**config.mk**
```make
export PLATFORM = sky130hd
export DESIGN_NAME = iter_mult
export DESIGN_NICKNAME = d
export VERILOG_FILES = /design/src/rtl/iter_mult_pkg.sv /design/src/rtl/iter_mult_recode.sv /design/src/rtl/iter_mult_step.sv /design/src/rtl/iter_mult_ctrl.sv /design/src/rtl/iter_mult.sv
export SDC_FILE = /design/constraint.sdc
export NUM_CORES = 1
export LEC_CHECK = 0
export ABC_AREA = 1
export BUFFER_PORTS_ARGS = -buffer_cell sky130_fd_sc_hd__buf_4
export CAP_MARGIN = 5
export CORE_MARGIN = 5
export CORE_UTILIZATION = 40
export CTS_BUF_LIST = sky130_fd_sc_hd__clkbuf_4
export DETAILED_ROUTE_END_ITERATION = 16
export PLACE_DENSITY = 0.75
export REMOVE_ABC_BUFFERS = 1
export SETUP_SLACK_MARGIN = 0.1
export SYNTH_ARGS = -nofsm -noshare
export SYNTH_HDL_FRONTEND = slang
export SYNTH_SLANG_ARGS = --single-unit
```
**constraint.sdc**
```tcl
create_clock -name clk -period 2.5 [get_ports clk]
set_input_delay 0.5 -clock clk [delete_from_list [all_inputs] [get_ports clk]]
set_output_delay 0.5 -clock clk [all_outputs]
set_load 0.005 [all_outputs]
```
**src/rtl/iter_mult_pkg.sv**
```systemverilog
package iter_mult_pkg;
    // Action applied to the accumulator in one iteration
    typedef enum logic [1:0] {
        ACC_HOLD = 2'd0,
        ACC_ADD  = 2'd1,
        ACC_SUB  = 2'd2
    } acc_op_e;
endpackage

```
**src/rtl/iter_mult_recode.sv**
```systemverilog
module iter_mult_recode
    import iter_mult_pkg::*;
(
    input  logic    is_signed,
    input  logic    cur_bit,
    input  logic    prev_bit,
    output acc_op_e op
);
    always_comb begin
        op = ACC_HOLD;
        if (is_signed) begin
            // radix-2 Booth: 01 -> add, 10 -> subtract, 00/11 -> hold
            unique case ({cur_bit, prev_bit})
                2'b01:   op = ACC_ADD;
                2'b10:   op = ACC_SUB;
                default: op = ACC_HOLD;
            endcase
        end else if (cur_bit) begin
            op = ACC_ADD;
        end
    end
endmodule

```
**src/rtl/iter_mult_step.sv**
```systemverilog
module iter_mult_step
    import iter_mult_pkg::*;
#(
    parameter int W = 8
) (
    input  acc_op_e      op,
    input  logic         is_signed,
    input  logic [W:0]   acc,
    input  logic [W-1:0] lo,
    input  logic [W-1:0] mc,
    output logic [W:0]   acc_nx,
    output logic [W-1:0] lo_nx
);
    logic [W:0] mc_ext;
    logic [W:0] sum;
    logic       fill;

    always_comb begin
        mc_ext = {is_signed & mc[W-1], mc};
        unique case (op)
            ACC_ADD: sum = acc + mc_ext;
            ACC_SUB: sum = acc - mc_ext;
            default: sum = acc;
        endcase
        // signed: replicate sign; unsigned: carry sits in sum[W], fill with zero
        fill   = is_signed ? sum[W] : 1'b0;
        acc_nx = {fill, sum[W:1]};
        lo_nx  = {sum[0], lo[W-1:1]};
    end
endmodule

```
**src/rtl/iter_mult_ctrl.sv**
```systemverilog
module iter_mult_ctrl #(
    parameter int W = 8
) (
    input  logic clk,
    input  logic rst_n,
    input  logic start,
    output logic busy,
    output logic done,
    output logic load,
    output logic step
);
    localparam int CW = $clog2(W + 1);

    typedef struct packed {
        logic          busy;
        logic          done;
        logic [CW-1:0] cnt;
    } ctrl_t;

    ctrl_t ctl_d, ctl_q;

    always_comb begin
        ctl_d      = ctl_q;
        ctl_d.done = 1'b0;
        load       = start && !ctl_q.busy;
        step       = ctl_q.busy;
        if (load) begin
            ctl_d.busy = 1'b1;
            ctl_d.cnt  = CW'(W);
        end else if (ctl_q.busy) begin
            ctl_d.cnt = ctl_q.cnt - CW'(1);
            if (ctl_q.cnt == CW'(1)) begin
                ctl_d.busy = 1'b0;
                ctl_d.done = 1'b1;
            end
        end
    end

    always_ff @(posedge clk or negedge rst_n) begin
        if (!rst_n) ctl_q <= '0;
        else        ctl_q <= ctl_d;
    end

    assign busy = ctl_q.busy;
    assign done = ctl_q.done;
endmodule

```
**src/rtl/iter_mult.sv**
```systemverilog
module iter_mult
    import iter_mult_pkg::*;
#(
    parameter int W = 8
) (
    input  logic           clk,
    input  logic           rst_n,
    input  logic           start,
    input  logic           signed_mode,
    input  logic [W-1:0]   mcand,
    input  logic [W-1:0]   mplier,
    output logic           busy,
    output logic           done,
    output logic [2*W-1:0] product
);
    typedef struct packed {
        logic [W:0]   acc;   // high half plus guard bit
        logic [W-1:0] lo;    // multiplier, turning into low half
        logic [W-1:0] mc;
        logic         sgn;
        logic         prev;
    } dp_t;

    dp_t          dp_d, dp_q;
    logic         load, step;
    acc_op_e      op;
    logic [W:0]   acc_nx;
    logic [W-1:0] lo_nx;

    iter_mult_ctrl #(.W(W)) u_ctrl (
        .clk   (clk),
        .rst_n (rst_n),
        .start (start),
        .busy  (busy),
        .done  (done),
        .load  (load),
        .step  (step)
    );

    iter_mult_recode u_recode (
        .is_signed (dp_q.sgn),
        .cur_bit   (dp_q.lo[0]),
        .prev_bit  (dp_q.prev),
        .op        (op)
    );

    iter_mult_step #(.W(W)) u_step (
        .op        (op),
        .is_signed (dp_q.sgn),
        .acc       (dp_q.acc),
        .lo        (dp_q.lo),
        .mc        (dp_q.mc),
        .acc_nx    (acc_nx),
        .lo_nx     (lo_nx)
    );

    always_comb begin
        dp_d = dp_q;
        if (load) begin
            dp_d.acc  = '0;
            dp_d.lo   = mplier;
            dp_d.mc   = mcand;
            dp_d.sgn  = signed_mode;
            dp_d.prev = 1'b0;
        end else if (step) begin
            dp_d.acc  = acc_nx;
            dp_d.lo   = lo_nx;
            dp_d.prev = dp_q.lo[0];
        end
    end

    always_ff @(posedge clk or negedge rst_n) begin
        if (!rst_n) dp_q <= '0;
        else        dp_q <= dp_d;
    end

    assign product = {dp_q.acc[W-1:0], dp_q.lo};
endmodule

```
# --- After elaboration in Yosys (flattened, before gate mapping) ---
# Cells that the tools add are included.
totals:
  regBits: 33
  in_bits: 20
  out_inout_bits: 18
  wordCells: 34
classes:
  addsub: 3
  eq_ne: 5
  muxes: 14
  bitwise: 1
  reduce_logical: 3
op_table:
  columns: ["cell", "count"]
  rows:
  - ["2-to-1 mux 17 bit", 2]
  - ["case mux 9 bit (2 select lines)", 1]
  - ["adder 9 bit", 1]
  - ["subtractor 9 bit", 1]
  - ["2-to-1 mux 1 bit", 6]
  - ["2-to-1 mux 6 bit", 1]
  - ["== test 2 x 1 -> 1 bit (second input constant)", 2]
  - ["== test 2 bit (second input constant)", 2]
  - ["== test 4 x 1 -> 1 bit (second input constant)", 1]
  - ["2-to-1 mux 2 bit", 2]
  - ["2-to-1 mux 4 bit", 1]
  - ["case mux 2 bit (2 select lines)", 1]
  - ["subtractor 4 x 1 -> 4 bit (second input constant)", 1]
  - ["nonzero test 2 bit", 1]
  - ["AND 1 bit", 1]
  - ["logical AND 1 bit", 1]
  - ["logical NOT 1 bit", 1]

# --- Depth between registers and ports, before layout ---
# Gate-level depths: netlist (run 1).
depth:
  ltp_word: 8
  ltp_mapped: 20
  ltp_nobuf: 20

# --- By module ---
# A second synthesis (run 1) with hierarchy kept.
hier_totals:
  hier_cells: 318
  area_unflattened_um2: 2382.3
modules_own_cells:
  columns: ["mod", "n_inst", "cells_per_inst", "area_per_inst_um2", "seq_area_each_um2"]
  rows:
  - ["iter_mult", 1, 141, 1251.2, 675.6]
  - ["iter_mult_step", 1, 134, 794.5, 0.0]
  - ["iter_mult_ctrl", 1, 36, 306.5, 150.1]
  - ["iter_mult_recode", 1, 7, 30.0, 0.0]

# --- Least setup slack after synthesis (run 1) ---
# OpenSTA, ideal clock, no wires.
synth_timing:
  path_type: "reg2reg"
  from: "register dp_q, in the netlist product[0]"
  to: "register dp_q, in the netlist product[15]"
  setup_time_ns: 0.119
  t_arrival_ns: 2.322
  t_required_ns: 2.381
  setup_slack_ns: 0.059
  path_stages_with_launch: 20
  n_path_buf: 0
  synth_period_minus_slack_ns: 2.441
  cell_sequence: "dfrtp_1 > o21ai_0 > o21ai_0 > ha_1 > inv_2 > nand2_4 > o21ai_0 > xor2_1 > inv_1 > ha_1 > nand2_1 > inv_1 > a21oi_1 > nand2_1 > inv_1 > nand2_2 > nand3_1 > nand2_1 > nand3_1 > o21ai_2"
synth_between:
  elab_chain_cells: 7
  elab_cells_between_ends: 10
  classes_between: "eq/ne (4); mux (6)"
synth_rtl:
  columns: ["element", "line", "text"]
  rows:
  - ["start: declaration", "iter_mult.sv:24", "dp_t dp_d, dp_q;"]
  - ["start signal: assignment", "iter_mult.sv:74", "else dp_q <= dp_d;"]
  - ["== test 2 bit or == test 2 x 1 -> 1 bit (tied branches)", "iter_mult_recode.sv:13", "unique case ({cur_bit, prev_bit})"]
  - ["case mux 2 bit (2 select lines)", "iter_mult_recode.sv:13", null]
  - ["2-to-1 mux 2 bit (*)", "iter_mult_recode.sv:11", "if (is_signed) begin"]
  - ["== test 2 bit or == test 2 x 1 -> 1 bit (tied branches)", "iter_mult_step.sv:20", "unique case (op)"]
  - ["case mux 9 bit (2 select lines) (*)", "iter_mult_step.sv:20", null]
  - ["2-to-1 mux 17 bit (*)", "iter_mult.sv:65", "end else if (step) begin"]
  - ["2-to-1 mux 17 bit (*)", "iter_mult.sv:59", "if (load) begin"]
# Every way passes the cells marked *; elsewhere a longest branch is shown, timed or not. The select of a mux whose other input is x is not followed.
# A chain may end at the register's enable or synchronous reset.

# --- Worst setup path in the final report (run 1) ---
layout_timing:
  from: "register dp_q, in the netlist product[0]"
  to: "register dp_q, in the netlist product[14]"
# The elaborated chain is that of the path after synthesis.

==> results.yml, run 1 <==
outcome:
  status: "complete, no violations"
routing:
  post-route-drc-count: 0
  dr.pass1.iters: 5
  wire_per_inst_um: 13.5
  wl_um: 5260
  vias: 1930
  drtIter0Drc: 89
  ant_nets: 0
  via_per_inst: 4.96
timing:
  worst_pin_slew_ns: 0.458
  slew-limit-headroom: 0.694
  hold_viol_final: 0
  setup_viol: 0
  period_share: 0.981
  maxSlewViolCount: 0
  period_minus_slack_ns: 2.45
  rsz0062_at_grt: "true"
  fmax_mhz: 408
  skew_ns: 0.0177
logic_synthesis:
  yosysWarnings: 0
  syn_avg_cell_area_um2: 7.69
  synth.yosys.seq_area_share: 0.385
  ys_types: 32
  synthCells: 279
  synth-seq-cells: 33
  synthesis.area_um2: 2150
worst_setup_path:
  endpoint_kind: "register"
  cp_top_family: "simple AND/OR/NAND/NOR gates"
  crit_type: "register to register"
  worst-path-buf-inv: 1
  crit_slowest_cell: "dfrtp_1"
  path_cells: "o21ai_2 > o21ai_2 > ha_4 > buf_4 > nor2_2 > a22oi_1 > ha_1 > nand2_1 > o21ai_2 > nand2_2 > nor2_4 > nand2_2 > nand4_1 > nand3_1 > nand2_1 > nand2_1"
  path_max_fanout: 6
  cp-start-kind: "register"
  critical-path-max-stage-delay_ns: 0.43
  cp.arrival_ns: 2.71
  required_ns: 2.75
grt:
  antenna_found_initial: 0
  grt_pass1_vias: 2024
  grt_pass1_wl_um: 8900
  grtUsageTotal: 0.157
  grt_remaining_overflow: 0
  grt_max_degree: 34
clock_tree:
  clk_latency_ns: 0.35
  clk_pin_slew_ns: 0.12
  clock_sinks: 33
  postCtsHoldBufs: 0
  cts_tree: "yes"
  cts-buffers-inserted: 5
  ctsRootBufferMaster: "clkbuf_4"
  htreeDepth: 2
  clock_path_buffers: 2
finish:
  syn_to_final_growth_pct: 26.2
  drive_above_1_share: 0.342
  post-route-cell-area_um2: 2710
  antenna_cells: 0
  nNetsFinal: 352
job:
  drv_cap: 0
floorplanning:
  die_w_um: 83.2
  ios: 38
  core_um2: 5170
  num_rows: 26
  start_util: 0.415
  die_y_um: 83.2
  dieArea_um2: 6930
place:
  gp_congestion: 0.809
  numPortBuffers: 37
  hpwlAfterDp_um: 3520
  post_dp_cell_area_um2: 2420
worst_hold_path:
  hp-class: "input pin to asynchronous set/reset pin"
-- worst register-to-register path, cell delays in order, from the launching register on --
cell     delay, ns
dfrtp_1       0.43
o21ai_2       0.13
o21ai_2       0.09
ha_4          0.20
buf_4         0.15
nor2_2        0.09
a22oi_1       0.08
ha_1          0.37
nand2_1       0.10
o21ai_2       0.20
nand2_2       0.09
nor2_4        0.11
nand2_2       0.07
nand4_1       0.07
nand3_1       0.07
nand2_1       0.08
nand2_1       0.05
-- cell type report --
class / count / area, um2
Fill cell: 468 / 2460
Multi-Input combinational cell: 184 / 1170
Sequential cell: 33 / 827
Timing Repair Buffer: 56 / 424
Inverter: 39 / 149
Tap cell: 70 / 87.6
Clock buffer: 5 / 37.5
Clock inverter: 2 / 11.3
-- sequential cells by signal, summed over array words and instances (netlist names) --
register      flops
product          16
dp_q             11
u_ctrl.ctl_q      4
u_ctrl.busy       1
u_ctrl.done       1
-- per-layer routing --
metal | global-route usage | part of all wire | wire length (um)
met1 | 0.175 | 0.42 | 2210
met4 | 0.0461 | 0.016 | 82
met2 | 0.282 | 0.51 | 2660
met5 | 0 | 0 | 0
met3 | 0.0525 | 0.057 | 302
-- kinds of logic (layout without fill, tap and decap cells) --
kind of cell | count (synthesis) | after routing | share of synthesized area
simple gates | 119 | 119 | 0.241
flops | 33 | 33 | 0.385
compound gates | 45 | 45 | 0.127
fa+ha+maj | 13 | 13 | 0.0793
buf+inv | 62 | 102 | 0.140
xor+xnor | 7 | 7 | 0.0286
-- cell usage after synthesis --
cell type   n  area [um2]
nand2_2     7        43.8
a21oi_1     9        45.0
ha_1       12         150
nor3_1      1        5.00
buf_2       6        30.0
a22oi_1     1        7.51
fa_1        1        20.0
buf_4      16         120
inv_1      36         135
o21bai_1    1        7.51
nand2_1    76         285
inv_2       3        11.3
nand2_4     1        11.3
or2_2       1        6.26
xnor2_1     3        26.3
o22ai_1     3        18.8
nand3_1    10        50.1
clkbuf_1    1        3.75
o21ai_2     2        17.5
o211ai_1    4        30.0
xor2_1      4        35.0
nor2_1     15        56.3
nand4_1     3        18.8
nor2_2      3        18.8
dfrtp_1    33         826
o31ai_1     1        7.51
a31oi_1     2        12.5
o21ai_0    12        60.1
nor2_4      1        11.3
o21ai_1     6        30.0
o221ai_1    4        35.0
nand3_2     1        10.0
-- cells in the final DEF (no fill, tap or decap), types with 4 or more instances in the layout --
master and count:
o21ai_0 8, clkbuf_4 5, ha_1 7, ha_4 5
buf_4 55, nand2_1 70, o21ai_2 6, o211ai_1 4
o221ai_1 4, inv_1 34, nor2_2 4, o21ai_1 6
a21oi_1 6, nor2_1 13, nand2_2 12, dfrtp_1 32
xor2_1 4, inv_2 4, nand3_1 6, nand3_2 5
-- timing repair --
item,4_1_cts,5_1_grt
resized for setup,24,14
cloned,0,0
setup endpoints to repair,6,8
buffers inserted,7,4
hold endpoints to repair,0,0
pin swaps,20,19
-- path summary, 6_finish.rpt --
kind                                 start  cells after the start  slack, ns           to
min in group clk                  mcand[4]                      3       0.34      dp_q[6]
max in group asynchronous            rst_n                      1       2.10      dp_q[1]
hold reg to reg            u_ctrl.ctl_q[3]                      1       0.47  u_ctrl.done
setup / recovery                product[0]                     16       0.05  product[14]
hold / removal                       rst_n                      1       0.07     dp_q[26]
setup reg to reg                product[0]                     16       0.05  product[14]
-- per-stage QoR --
step                utilization  setup TNS, ns  setup slack (ns)  instances  hold slack, ns
global route              0.524         -0.516            -0.116        389           0.107
finish                    0.524              0            0.0464        389          0.0717
CTS                       0.509              0             0.101        385          0.0844
detailed placement        0.467         -0.198           -0.0957        371           0.462
floorplan                     -              0            0.0338        256           0.204
global placement          0.467              0            0.0300        371           0.450
Power of run 1 is left out: the tool's default activity adds up to more than one toggle a clock period on the data nets, which glitch-free logic cannot reach.
==> inputs of run 2 (changes only) <==
ABC_AREA = default   (was 1)
SKIP_LAST_GASP = 1   (was default)
==> results.yml, run 2 <==
floorplanning:
  dieArea_um2: 6890
  num_rows: 26
  start_util: 0.415
  die_y_um: 83.0
  die_w_um: 83.0
  core_um2: 5140
  ios: 38
timing:
  holdWs_ns: 0.0806
  setup_viol: 5
  maxSlewViolCount: 0
  hold_viol_final: 0
  fmax_mhz: 377
  skew_ns: 0.00991
  period_share: 1.06
  worst_pin_slew_ns: 0.479
  rsz0062_at_grt: "true"
  period_minus_slack_ns: 2.65
  slew-limit-headroom: 0.678
  setup_slack_ns: -0.149
worst_setup_path:
  critical-path-max-stage-delay_ns: 0.39
  cp-start-kind: "register"
  crit_slowest_cell: "dfrtp_1"
  rr_worst_depth: 13
  endpoint_kind: "register"
  rrSetupSlack_ns: -0.15
  cp_top_family: "compound AO/OA/AOI/OAI gates"
  required_ns: 2.74
  crit_type: "register to register"
  cpMostUsedCell: "o21ai_2"
  reg2reg_from: "dp_q[1]"
  cp.arrival_ns: 2.89
  worst-path-buf-inv: 1
  path_max_fanout: 8
  r2r-end: "product[15]"
  path_cells: "nand2_1 > mux2_4 > ha_4 > buf_6 > nor2_4 > xnor2_2 > ha_1 > o21ai_2 > a21oi_4 > o21ai_2 > mux2i_4 > xnor2_1 > a22o_1"
clock_tree:
  ctsRootBufferMaster: "clkbuf_4"
  cts_tree: "yes"
  clk_latency_ns: 0.34
  clock_sinks: 33
  clk_pin_slew_ns: 0.10
  clock_path_buffers: 2
  cts-buffers-inserted: 5
  htreeDepth: 2
  postCtsHoldBufs: 0
logic_synthesis:
  synthesis.area_um2: 2130
  synth_edf_count: 0
  synth-seq-cells: 33
  syn_avg_cell_area_um2: 9.32
  async_flop_share: 1.00
  synthCells: 229
  synth_top_cell_area_share: 0.387
  ys_top_cells_by_count: "dfrtp_1 (33), nand2_1 (24), o21ai_0 (21), buf_4 (17), nor2_1 (15)"
  yosysWarnings: 0
  synthTopCellsByArea: "dfrtp_1 (39%), ha_1 (7.0%), buf_4 (6.0%), o21ai_0 (4.9%), mux2_2 (4.8%)"
  synth_area_leader_cell: "dfrtp_1"
  synth.yosys.seq_area_share: 0.387
  ys_types: 41
  yosys.cell_count.top_type: "dfrtp_1"
  synthFlopType: "dfrtp_1"
outcome:
  status: "complete, but fails checks"
  violations: "setup timing"
power:
  p_int_mw: 2.55
  pwr-share-clk: 0.065
  irDropWorstVdd_mv: 0.609
  power_frac_comb: 0.702
  swShare: 0.426
  power_density_nw_per_um2: 1680
  leakage_nw: 1.23
  netSwitchingPower_mw: 1.89
  pwr-share-seq: 0.233
finish:
  fillCellCount: 477
  nNetsFinal: 303
  drive_above_1_share: 0.344
  layout_commonest_cell: "buf_4"
  syn_to_final_growth_pct: 23.8
  antenna_cells: 0
  largest_reg_flops: 16
  final_cell_mix: "buf_4 (58), dfrtp_1 (33), nand2_1 (24)"
  final_cells: 340
grt:
  grtUsageMet2: 0.214
  antenna_found_initial: 0
  met3_usage: 0.0436
  grt_pass1_wl_um: 7690
  grt_pass1_vias: 1732
  busiest_layer: "met2"
  grt_remaining_overflow: 0
  grt_use_met1: 0.168
  grtUsageTotal: 0.133
  grt_max_degree: 34
routing:
  dr.pass1.iters: 4
  vias: 1703
  post-route-drc-count: 0
  ant_nets: 0
  drtIter0Drc: 76
  via_per_inst: 5.01
  wire_per_inst_um: 12.9
  wl_um: 4380
place:
  hpwlAfterDp_um: 3160
  dp.cells: 332
  gp_congestion: 0.808
  numPortBuffers: 37
job:
  drv_cap: 0
worst_hold_path:
  hp-class: "input pin to asynchronous set/reset pin"
[run 2: cell types whose count changed in the layout (fill, tap and decap cells not counted), sizes merged, moves of 5 or more]
cell | before | now
nand3 | 11 | 2
inv | 39 | 10
xnor2 | 3 | 9
nor3 | 1 | 6
mux2i | 0 | 8
nand2b | 0 | 6
mux2 | 0 | 9
nand2 | 84 | 24
[run 2: cell type report]
type / count / area [um2] / share of cell area
clock buffers: 6 / 45.0 / 0.0171
clock inverters: 1 / 3.75 / 0.00142
inverters: 10 / 37.5 / 0.0142
multi-input cells: 160 / 1180 / 0.448
flip-flops and latches: 33 / 826 / 0.313
well taps: 70 / 87.6 / 0.0332
repair buffers: 60 / 458 / 0.173
[run 2: power groups by stage]
stage               clock, mW  sequential [mW]  combinational, mW
floorplan                   0             1.09               1.72
global placement            0             1.03               2.70
detailed placement          0             1.04               2.76
CTS                     0.297             1.03               3.03
global route            0.321             1.08               3.49
finish                  0.289             1.04               3.12
[run 2: repair_timing]
item	CTS	global route
setup endpoints to repair	7	8
pin swaps	13	12
buffers inserted	1	0
gates resized for setup	14	9
[run 2: worst max path at each step]
stage,start,endpoint,cells past startpoint
finish,dp_q[1],product[15],13
global route,dp_q[1],product[15],13
CTS,dp_q[1],product[15],13
detailed placement,dp_q[1],product[15],11
global placement,dp_q[1],product[15],11
floorplan,product[0],product[15],10
[run 2: cells by family (layout without fill, tap and decap cells)]
logic type | after synthesis | in the layout | share of synthesized area
compound gates | 52 | 52 | 0.143
xor+xnor | 12 | 12 | 0.0493
fa+ha+maj | 13 | 13 | 0.0798
buf+inv | 36 | 77 | 0.0950
flops | 33 | 33 | 0.387
mux | 17 | 17 | 0.0909
simple gates | 66 | 66 | 0.155
[run 2: layer usage]
metal,share of wire,up-vias
met2,0.47,38
met1,0.46,796
met4,0.015,0
li1,-,862
met5,0,-
met3,0.058,7
[run 2: through the flow]
stage	area (um2)	worst slack (ns)	TNS, ns	total power [mW]	util
after floorplan	1970	-0.321	-0.740	2.81	-
after global placement	2500	-0.252	-0.573	3.73	0.486
after detailed placement	2500	-0.342	-0.896	3.81	0.486
after CTS	2610	-0.121	-0.320	4.37	0.509
after global routing	2640	-0.335	-1.61	4.89	0.514
final	2640	-0.149	-0.378	4.45	0.514
(Power assumes the default switching activity.)
